**src/rtl/fxu_flag_pkg.sv**
```systemverilog
package fxu_flag_pkg;

  localparam int STAT_W = 5;

  typedef enum logic [2:0] {
    OP_ADD     = 3'd0,
    OP_SUBF    = 3'd1,
    OP_ADDE    = 3'd2,
    OP_SUBFE   = 3'd3,
    OP_NEG     = 3'd4,
    OP_MULDIV  = 3'd5,
    OP_MOVCR   = 3'd6,
    OP_SETSTAT = 3'd7
  } fxuOp_e;

  typedef enum logic [1:0] {
    CIN_ZERO = 2'd0,
    CIN_ONE  = 2'd1,
    CIN_EXT  = 2'd2
  } cinSel_e;

  typedef enum logic [1:0] {
    OVS_ADD = 2'd0,
    OVS_NEG = 2'd1,
    OVS_EXT = 2'd2
  } ovSrc_e;

  // strobes from control to datapath
  typedef struct packed {
    logic    loadRes;
    logic    invA;
    logic    zeroB;
    logic    passA;
    cinSel_e cinSel;
    logic    updCarry;
    logic    updOv;
    ovSrc_e  ovSrc;
    logic    writeCr;
    logic    writeStat;
  } fxuStrobe_t;

endpackage

```
**src/rtl/fxu_flag_ctrl.sv**
```systemverilog
module fxu_flag_ctrl
  import fxu_flag_pkg::*;
(
  input  logic       opValid,
  input  logic [2:0] opSel,
  input  logic       oeEn,
  output fxuStrobe_t stb
);

  always_comb begin
    stb        = '0;
    stb.cinSel = CIN_ZERO;
    stb.ovSrc  = OVS_ADD;
    if (opValid) begin
      unique case (fxuOp_e'(opSel))
        OP_ADD: begin
          stb.loadRes  = 1'b1;
          stb.updCarry = 1'b1;
          stb.updOv    = oeEn;
        end
        OP_SUBF: begin
          stb.loadRes  = 1'b1;
          stb.invA     = 1'b1;
          stb.cinSel   = CIN_ONE;
          stb.updCarry = 1'b1;
          stb.updOv    = oeEn;
        end
        OP_ADDE: begin
          stb.loadRes  = 1'b1;
          stb.cinSel   = CIN_EXT;
          stb.updCarry = 1'b1;
          stb.updOv    = oeEn;
        end
        OP_SUBFE: begin
          stb.loadRes  = 1'b1;
          stb.invA     = 1'b1;
          stb.cinSel   = CIN_EXT;
          stb.updCarry = 1'b1;
          stb.updOv    = oeEn;
        end
        OP_NEG: begin
          stb.loadRes = 1'b1;
          stb.invA    = 1'b1;
          stb.zeroB   = 1'b1;
          stb.cinSel  = CIN_ONE;
          stb.updOv   = oeEn;
          stb.ovSrc   = OVS_NEG;
        end
        OP_MULDIV: begin
          stb.loadRes = 1'b1;
          stb.passA   = 1'b1;
          stb.updOv   = oeEn;
          stb.ovSrc   = OVS_EXT;
        end
        OP_MOVCR:   stb.writeCr   = 1'b1;
        OP_SETSTAT: stb.writeStat = 1'b1;
        default: ;
      endcase
    end
  end

endmodule

```
**src/rtl/fxu_flag_datapath.sv**
```systemverilog
module fxu_flag_datapath
  import fxu_flag_pkg::*;
#(
  parameter int DATA_W    = 64,
  parameter int CR_FIELDS = 8,
  parameter int FIELD_W   = 4,
  localparam int HALF_W   = DATA_W / 2,
  localparam int CR_W     = CR_FIELDS * FIELD_W,
  localparam int SEL_W    = $clog2(CR_FIELDS)
) (
  input  logic              clk,
  input  logic              rstN,
  input  fxuStrobe_t        stb,
  input  logic [DATA_W-1:0] opA,
  input  logic [DATA_W-1:0] opB,
  input  logic              carryIn,
  input  logic              mode64,
  input  logic              wordOp,
  input  logic              extOv32,
  input  logic              extOv64,
  input  logic [SEL_W-1:0]  crSel,
  output logic [DATA_W-1:0] resQ,
  output logic [STAT_W-1:0] statQ,
  output logic [CR_W-1:0]   crQ
);

  logic [DATA_W-1:0]  opX, opY, sum, resNext;
  logic               cinBit;
  logic [HALF_W:0]    lowSum, highSum;
  logic               carryLow, carryFull, ovfLow, ovfFull;
  logic               caNext, ca32Next, ovNext, ov32Next;
  logic               soQ, ovQ, ov32Q, caQ, ca32Q;
  logic [FIELD_W-1:0] fieldQ [CR_FIELDS];

  // split adder: low half carry feeds high half
  always_comb begin
    opX = stb.invA  ? ~opA : opA;
    opY = stb.zeroB ? '0   : opB;
    unique case (stb.cinSel)
      CIN_ONE: cinBit = 1'b1;
      CIN_EXT: cinBit = carryIn;
      default: cinBit = 1'b0;
    endcase
    lowSum  = {1'b0, opX[HALF_W-1:0]} + {1'b0, opY[HALF_W-1:0]}
            + (HALF_W+1)'(cinBit);
    highSum = {1'b0, opX[DATA_W-1:HALF_W]} + {1'b0, opY[DATA_W-1:HALF_W]}
            + (HALF_W+1)'(lowSum[HALF_W]);
    sum       = {highSum[HALF_W-1:0], lowSum[HALF_W-1:0]};
    carryLow  = lowSum[HALF_W];
    carryFull = highSum[HALF_W];
    ovfLow  = (opX[HALF_W-1] == opY[HALF_W-1]) && (sum[HALF_W-1] != opX[HALF_W-1]);
    ovfFull = (opX[DATA_W-1] == opY[DATA_W-1]) && (sum[DATA_W-1] != opX[DATA_W-1]);
    resNext = stb.passA ? opA : sum;
  end

  // mode-following and low-half flag copies
  always_comb begin
    caNext   = mode64 ? carryFull : carryLow;
    ca32Next = carryLow;
    unique case (stb.ovSrc)
      OVS_NEG: begin
        ovNext   = mode64 ? ovfFull : ovfLow;
        ov32Next = ovNext;
      end
      OVS_EXT: begin
        ovNext   = wordOp ? extOv32 : extOv64;
        ov32Next = ovNext;
      end
      default: begin
        ovNext   = mode64 ? ovfFull : ovfLow;
        ov32Next = ovfLow;
      end
    endcase
  end

  always_ff @(posedge clk or negedge rstN) begin
    if (!rstN) begin
      resQ  <= '0;
      soQ   <= 1'b0;
      ovQ   <= 1'b0;
      ov32Q <= 1'b0;
      caQ   <= 1'b0;
      ca32Q <= 1'b0;
    end else begin
      if (stb.loadRes) resQ <= resNext;
      if (stb.writeStat) begin
        {soQ, ovQ, ov32Q, caQ, ca32Q} <= opA[STAT_W-1:0];
      end else begin
        if (stb.updCarry) begin
          caQ   <= caNext;
          ca32Q <= ca32Next;
        end
        if (stb.updOv) begin
          ovQ   <= ovNext;
          ov32Q <= ov32Next;
          soQ   <= soQ | ovNext;
        end
      end
    end
  end

  always_ff @(posedge clk or negedge rstN) begin
    if (!rstN) begin
      for (int f = 0; f < CR_FIELDS; f++) fieldQ[f] <= '0;
    end else if (stb.writeCr) begin
      for (int f = 0; f < CR_FIELDS; f++)
        if (crSel == SEL_W'(f)) fieldQ[f] <= FIELD_W'({ovQ, ov32Q, caQ, ca32Q});
    end
  end

  // field 0 occupies the most significant nibble
  for (genvar g = 0; g < CR_FIELDS; g++) begin : g_crMap
    assign crQ[CR_W-1-FIELD_W*g -: FIELD_W] = fieldQ[g];
  end

  assign statQ = {soQ, ovQ, ov32Q, caQ, ca32Q};

  // in 32-bit mode the two carry copies agree after a carry update
  p_ca_pair_r3: assert property (@(posedge clk) disable iff (!rstN)
    (stb.updCarry && !stb.writeStat && !mode64) |=> (caQ == ca32Q));

  // carries move only on carry-producing ops or a status write
  p_carry_hold_r4: assert property (@(posedge clk) disable iff (!rstN)
    (!stb.updCarry && !stb.writeStat) |=> ($stable(caQ) && $stable(ca32Q)));

  // overflow copies held without overflow enable
  p_ov_gated_r5: assert property (@(posedge clk) disable iff (!rstN)
    (!stb.updOv && !stb.writeStat) |=> ($stable(ovQ) && $stable(ov32Q)));

  // summary overflow never drops without a status write
  p_so_sticky_r6: assert property (@(posedge clk) disable iff (!rstN)
    (soQ && !stb.writeStat) |=> soQ);

  // a new overflow always lands in SO
  p_so_catch_r6: assert property (@(posedge clk) disable iff (!rstN)
    (stb.updOv && !stb.writeStat) |=> (soQ || !ovQ));

  // negate writes the same value to both overflow copies
  p_neg_pair_r7: assert property (@(posedge clk) disable iff (!rstN)
    (stb.updOv && stb.ovSrc == OVS_NEG && !stb.writeStat) |=> (ovQ == ov32Q));

  // condition register still unless a move is issued
  p_cr_hold_r9: assert property (@(posedge clk) disable iff (!rstN)
    !stb.writeCr |=> $stable(crQ));

  // result untouched by status writes and condition moves
  p_res_hold_r10: assert property (@(posedge clk) disable iff (!rstN)
    !stb.loadRes |=> $stable(resQ));

endmodule

```
**src/rtl/fxu_flag_unit.sv**
```systemverilog
module fxu_flag_unit
  import fxu_flag_pkg::*;
#(
  parameter int DATA_W    = 64,
  parameter int CR_FIELDS = 8,
  parameter int FIELD_W   = 4,
  localparam int CR_W     = CR_FIELDS * FIELD_W,
  localparam int SEL_W    = $clog2(CR_FIELDS)
) (
  input  logic              clk,
  input  logic              rstN,
  input  logic              opValid,
  input  logic [2:0]        opSel,
  input  logic [DATA_W-1:0] opA,
  input  logic [DATA_W-1:0] opB,
  input  logic              carryIn,
  input  logic              mode64,
  input  logic              oeEn,
  input  logic              wordOp,
  input  logic              extOv32,
  input  logic              extOv64,
  input  logic [SEL_W-1:0]  crSel,
  output logic [DATA_W-1:0] result,
  output logic [STAT_W-1:0] status,
  output logic [CR_W-1:0]   condReg
);

  fxuStrobe_t stb;

  fxu_flag_ctrl u_ctrl (
    .opValid (opValid),
    .opSel   (opSel),
    .oeEn    (oeEn),
    .stb     (stb)
  );

  fxu_flag_datapath #(
    .DATA_W    (DATA_W),
    .CR_FIELDS (CR_FIELDS),
    .FIELD_W   (FIELD_W)
  ) u_dp (
    .clk     (clk),
    .rstN    (rstN),
    .stb     (stb),
    .opA     (opA),
    .opB     (opB),
    .carryIn (carryIn),
    .mode64  (mode64),
    .wordOp  (wordOp),
    .extOv32 (extOv32),
    .extOv64 (extOv64),
    .crSel   (crSel),
    .resQ    (result),
    .statQ   (status),
    .crQ     (condReg)
  );

endmodule

```
**config.mk**
```make
export PLATFORM = sky130hd
export DESIGN_NAME = fxu_flag_unit
export DESIGN_NICKNAME = d
export VERILOG_FILES = /design/src/rtl/fxu_flag_pkg.sv /design/src/rtl/fxu_flag_ctrl.sv /design/src/rtl/fxu_flag_datapath.sv /design/src/rtl/fxu_flag_unit.sv
export SDC_FILE = /design/constraint.sdc
export NUM_CORES = 1
export LEC_CHECK = 0
export BUFFER_PORTS_ARGS = -buffer_cell sky130_fd_sc_hd__clkbuf_2
export CAP_MARGIN = 30
export CORE_MARGIN = 1
export CORE_UTILIZATION = 45
export DETAILED_ROUTE_END_ITERATION = 8
export GPL_TIMING_DRIVEN = 0
export HOLD_SLACK_MARGIN = 0.06
export PLACE_DENSITY = 0.76
export SLEW_MARGIN = 20
export SYNTH_ARGS = -nofsm -noshare
export SYNTH_HDL_FRONTEND = slang
export SYNTH_SLANG_ARGS = --single-unit
```
**constraint.sdc**
```tcl
create_clock -name clk -period 1.23 [get_ports clk]
set_input_delay 0.1845 -clock clk [delete_from_list [all_inputs] [get_ports clk]]
set_output_delay 0.1845 -clock clk [all_outputs]
set_load 0.02 [all_outputs]
```
; Word level (Yosys, flattened, before mapping)
; Cells that the tools add are included.
; Widths: inputs -> output; s select.
[classes]
eq_ne = 22
n_div = 0
n_reduce_logical = 19
n_lt_le_gt_ge = 0
shift = 0
bitwise = 2
multipliers = 0
mux = 30
add_sub_neg = 4
[op_table]
columns = cell, count
row1 = $mux 64, 3
row2 = $add 32x32->33, 2
row3 = $add 33x1->33, 2
row4 = $not 64->64, 1
row5 = $eq 3x3->1 const B, 8
row6 = $mux 1, 22
row7 = $reduce_and 2->1, 8
row8 = $eq 3x2->1 const B, 4
row9 = $mux 12, 1
row10 = $pmux 2 s2, 2
row11 = $eq 3x1->1 const B, 2
row12 = $logic_not 3->1, 2
row13 = $reduce_or 6->1, 1
row14 = $eq 2x1->1 const B, 2
row15 = $eq 2x2->1 const B, 2
row16 = $pmux 1 s2, 2
row17 = $reduce_bool 2->1, 2
row18 = $reduce_or 2->1, 2
row19 = $reduce_or 4->1, 1
row20 = $reduce_or 3->1, 1
row21 = $eq 1x1->1, 2
row22 = $logic_and 1x1->1, 2
row23 = $ne 1x1->1, 2
row24 = $or 1x1->1, 1
[word_totals]
inputBits = 143
output_inout_bits = 101
ff_bits = 101
romBits = 0
mem_bits_rw = 0
memories = 0
word_cells = 91
latch_bits = 0

; Logic depth before layout (Yosys ltp)
[logic_depth]
ltp_word = 15
depth_mapped = 29
depth_no_buf = 28

; Hierarchy
; A second synthesis with hierarchy kept.
[unflattened]
hier_cells = 1048
area_unflattened_um2 = 8929.8
[by_module_without_submodules]
columns = mod, seq_area_each_um2, area_each_um2, instances, cells_each
row1 = fxu_flag_datapath, 2527.4, 8824.7, 1, 1031
row2 = fxu_flag_ctrl, 0.0, 105.1, 1, 17

; Least setup slack after synthesis
; OpenSTA, ideal clock, no wires.
[synth_timing]
kind = input -> register
startpoint = in opSel[2]
endpoint = reg u_dp.resQ[52]
setup_ps = 123
slack_ps = -4815
t_arrival_ps = 5922
cell_stages = 27
path_cell_list = clkbuf_1 > nor3b_1 > o21ai_1 > buf_2 > buf_1 > xnor2_1 > ha_1 > nor2b_4 > o31a_1 > o32ai_4 > o41ai_2 > nand2_2 > o211ai_2 > a31o_1 > a31o_1 > fa_1 > fa_1 > a21oi_1 > o21ai_1 > a22o_1 > a211o_1 > a31o_1 > a21o_1 > a211oi_1 > a31oi_1 > o221ai_1 > nor2_1
[synth_between]
elab_chain_len = 9
elab_cells_between_ends = 26
[synth_rtl]
columns = element, line_no
row1 = "start, declared", fxu_flag_unit.sv:13  ; input logic [2:0] opSel,
row2 = "$eq 3x1->1, or another cell as far along", fxu_flag_ctrl.sv:15  ; unique case (fxuOp_e'(opSel))
row3 = $reduce_or 3->1 (no line) or $reduce_or 2->1 (tied branches), -
row4 = $mux 1 or $pmux 2 s2 (tied branches), fxu_flag_ctrl.sv:15
row5 = $mux 12 (*), fxu_flag_ctrl.sv:14  ; if (opValid) begin
row6 = "$mux 64, or another cell as far along", fxu_flag_datapath.sv:37  ; opX = stb.invA ? ~opA : opA;
row7 = $add 32x32->33 or $pmux 1 s2 (tied branches), "fxu_flag_datapath.sv:44, fxu_flag_datapath.sv:39"
row8 = $add 33x1->33, fxu_flag_datapath.sv:45  ; + (HALF_W+1)'(cinBit);
row9 = $add 33x1->33, fxu_flag_datapath.sv:47  ; + (HALF_W+1)'(lowSum[HALF_W]);
row10 = $mux 64, fxu_flag_datapath.sv:53  ; resNext = stb.passA ? opA : sum;
row11 = "end signal, assigned", fxu_flag_datapath.sv:85  ; if (stb.loadRes) resQ <= resNext;
row12 = "end, declared", fxu_flag_datapath.sv:22  ; output logic [DATA_W-1:0] resQ,
; Mark *: on every way between the ends. The rest lies on a longest branch, timed or not.
; A chain may end at the register's enable or synchronous reset.

; Final worst setup path
; Ends and elaborated chain as after synthesis.

==> impl_metrics.toml <==
[outcome]
outcome = "complete, but fails checks"
violations = "setup timing"

[sta]
min_period_over_period_pct = 437
slew_headroom_pct = 43.3
finalMaxSlewViolations = 0
tightest_slew_ns = 0.851
rsz0062_at_grt = "true"
fmax_mhz = 186
finalSetupViolCount = 94
skew_ns = 0.0115
tns_ns = -193.58
fin_ws_ns = -4.15
timing.final.hold_violations = 0
finalWorstPathRequiredPeriod_ns = 5.38

[global_route]
track_usage_pct = 29.8
grt_max_degree = 80
grt_pass1_vias = 8724
grt_first_pass_wirelength_um = 45900
grt_overflow = 0
antenna_found_initial = 0

[worst_hold_path]
hold_class = "in2reg"

[power]
comb_power_share_pct = 53.9
peakVddDrop_mv = 0.905
power_per_cell_area_nw_per_um2 = 1340
switchingPower_uw = 7050
p_leak_uw = 0.00585
switching_share_pct = 42.8
p_int_uw = 9430
total_power_uw = 16500
power_frac_seq_pct = 27.9
power.share.clock_pct = 18.2

[worst_setup_path]
endpoint_kind = "flop"
path_delay_family = "compound AO/OA/AOI/OAI gates"
cp_max_fo = 6
slowest_delay_ns = 0.39
cp_num_buf_inv = 3
worstPathArrival_ns = 5.63
path_class = "in2reg"
required_ns = 1.48
cp_slowest_cell = "fa_2"
crit_path_start_kind = "primary input"
crit_top_cell = "fa_2"

[floorplan]
die_w_um = 141
die_y_um = 141
fp.dieArea_um2 = 19800
rows = 50
core-area_um2 = 18800
initial_utilization_pct = 46.1
ioPinCount = 244

[flow_run]
cap_violations = 0

[detailed_routing]
drt_iter0_markers = 711
vias = 9081
wl_um = 30500
viasPerCell = 5.74
drc = 0
first_pass_iters = 5
routedWlPerCell_um = 19.3
antenna_left = 0

[placement]
place_congestion = 0.985
io_buffers = 241
pre_cts_ws_ns = -5.15
place_hpwl_um = 21300

[logic_synthesis]
synthArstFlopShare_pct = 100
synth_area_leaders = "dfrtp_1 (29%), ha_1 (9.6%), xnor2_1 (9.5%), a21oi_1 (5.4%), and2_1 (4.8%)"
synth.avg_cell_area_um2 = 8.52
synthAdderAreaFrac_pct = 10.5
synth_edf_count = 0
synthTopCellsByCount = "dfrtp_1 (101), xnor2_1 (94), a21oi_1 (93)"
synth_compound_area_share_pct = 22.6
ys_ff_latch = 101
yosysSeqAreaShare_pct = 29.2
synth_top_area_share_pct = 29.2
ys_warn_count = 0
synth_top_family_by_area = "compound AO/OA/AOI/OAI gates"
synth_xor_area_share_pct = 11.9
yosys.area.top_type = "dfrtp_1"
ys_types = 69
synth_nets = 1228
post-synth-top-count-cell = "dfrtp_1"
synth_area_um2 = 8640
synth_cells = 1015
synth.mux.area_fraction_pct = 4.52
ys.flop_type = "dfrtp_1"
synthSimpleGateAreaFrac_pct = 18.0

[clock_tree]
numCtsBuffers = 9
path_clk_slew_ns = 0.09
clockBufferDepth = 2
clkLatencyLatePin_ns = 0.36
cts_root_buf = "clkbuf_16"
cts_tree = "yes"
cts-htree-levels = 3
clock_sinks = 101

[cells_and_area]
drive_gt1_share_pct = 39.9
nNetsFinal = 1557
final_util_pct = 65.6
num_antenna_cells = 0
area_delta_synth_final_pct = 42.4
## what timing repair did
action / in CTS / in global routing
endpoints found under the hold margin: 39 / 0
pin swaps: 74 / 71
hold buffers: 1 / 0
buffers inserted: 53 / 31
endpoints found under the setup margin: 101 / 103
gates resized for setup: 136 / 105
## layout by cell type, fill, tap and decap left out, drive strengths merged, types with 66 or more instances in the layout
cell type,netlist,layout
o21ai,91,91
clkbuf,39,280
nand2,90,90
ha,66,66
nor2,73,73
and2,67,67
xnor2,94,94
a21oi,96,96
buf,13,98
dfrtp,101,101
## cell families (layout without fill, tap and decap cells)
kind of cell / count (synthesis) / count (layout)
simple gates: 311 / 311
xor+xnor: 117 / 117
flops: 101 / 101
compound gates: 310 / 310
fa+ha+maj: 70 / 70
mux: 35 / 35
buf+inv: 71 / 405
## worst reg2reg max path: stages, from the launching register on
cell     delay, ns
dfrtp_2       0.43
buf_4         0.18
and3_1        0.16
a221o_1       0.26
## through the flow
stage | hold WS (ns) | area [um2] | cells
CTS | 0.0688 | 11700 | 1555
global route | 0.0912 | 12300 | 1583
global placement | 0.450 | 10400 | 1490
detailed placement | 0.0746 | 10500 | 1491
floorplan | -0.111 | 8940 | 1015
finish | 0.0745 | 12300 | 1583
## cell type report
cell class | instances | area [um2]
Multi-Input combinational cell | 843 | 6780
Tap cell | 234 | 293
Clock inverter | 7 | 73.8
Fill cell | 1501 | 6460
Timing Repair Buffer | 324 | 2010
Clock buffer | 9 | 225
Sequential cell | 101 | 2530
Buffer | 46 | 324
Inverter | 19 | 71.3
## final timing paths
kind | startpoint | to | slack, ns | cells past startpoint
worst min register to register | u_dp.resQ[37]$_DFFE_PN0P_ | u_dp.resQ[37]$_DFFE_PN0P_ | 0.49 | 2
worst max-delay path | opSel[2] | u_dp.resQ[52]$_DFFE_PN0P_ | -4.15 | 30
worst min-delay path | opA[36] | u_dp.resQ[36]$_DFFE_PN0P_ | 0.07 | 3
worst max register to register | u_dp.ca32Q$_DFFE_PN0P_ | u_dp.ca32Q$_DFFE_PN0P_ | 0.08 | 3
max in group asynchronous | rstN | u_dp.resQ[41]$_DFFE_PN0P_ | 0.29 | 3
min in group asynchronous | rstN | u_dp.resQ[19]$_DFFE_PN0P_ | 0.25 | 2
## sequential cells by signal (all words and copies together), names as in the netlist
signal	cells
u_dp.ovQ	1
u_dp.crQ	32
u_dp.caQ	1
u_dp.soQ	1
u_dp.ov32Q	1
u_dp.ca32Q	1
u_dp.resQ	64
## power by group through the flow
stage	Combinational, uW	Sequential, uW	Clock [uW]
2_1_floorplan	4040	5560	0
3_3_place_gp	6970	4700	0
3_5_place_dp	7100	4720	0
4_1_cts	8060	4590	3040
5_1_grt	9540	4690	3170
6_report	8890	4600	2990
## layer usage
| layer | vias to the layer above | track usage (%) | part of all wire (%) |
|---|---|---|---|
| li1 | 4267 | - | - |
| met1 | 4314 | 39.1 | 42 |
| met2 | 415 | 48.9 | 47 |
| met3 | 85 | 4.62 | 7.3 |
| met4 | 0 | 12.6 | 3.7 |
| met5 | - | 0 | 0 |
(Power assumes the default switching activity.)
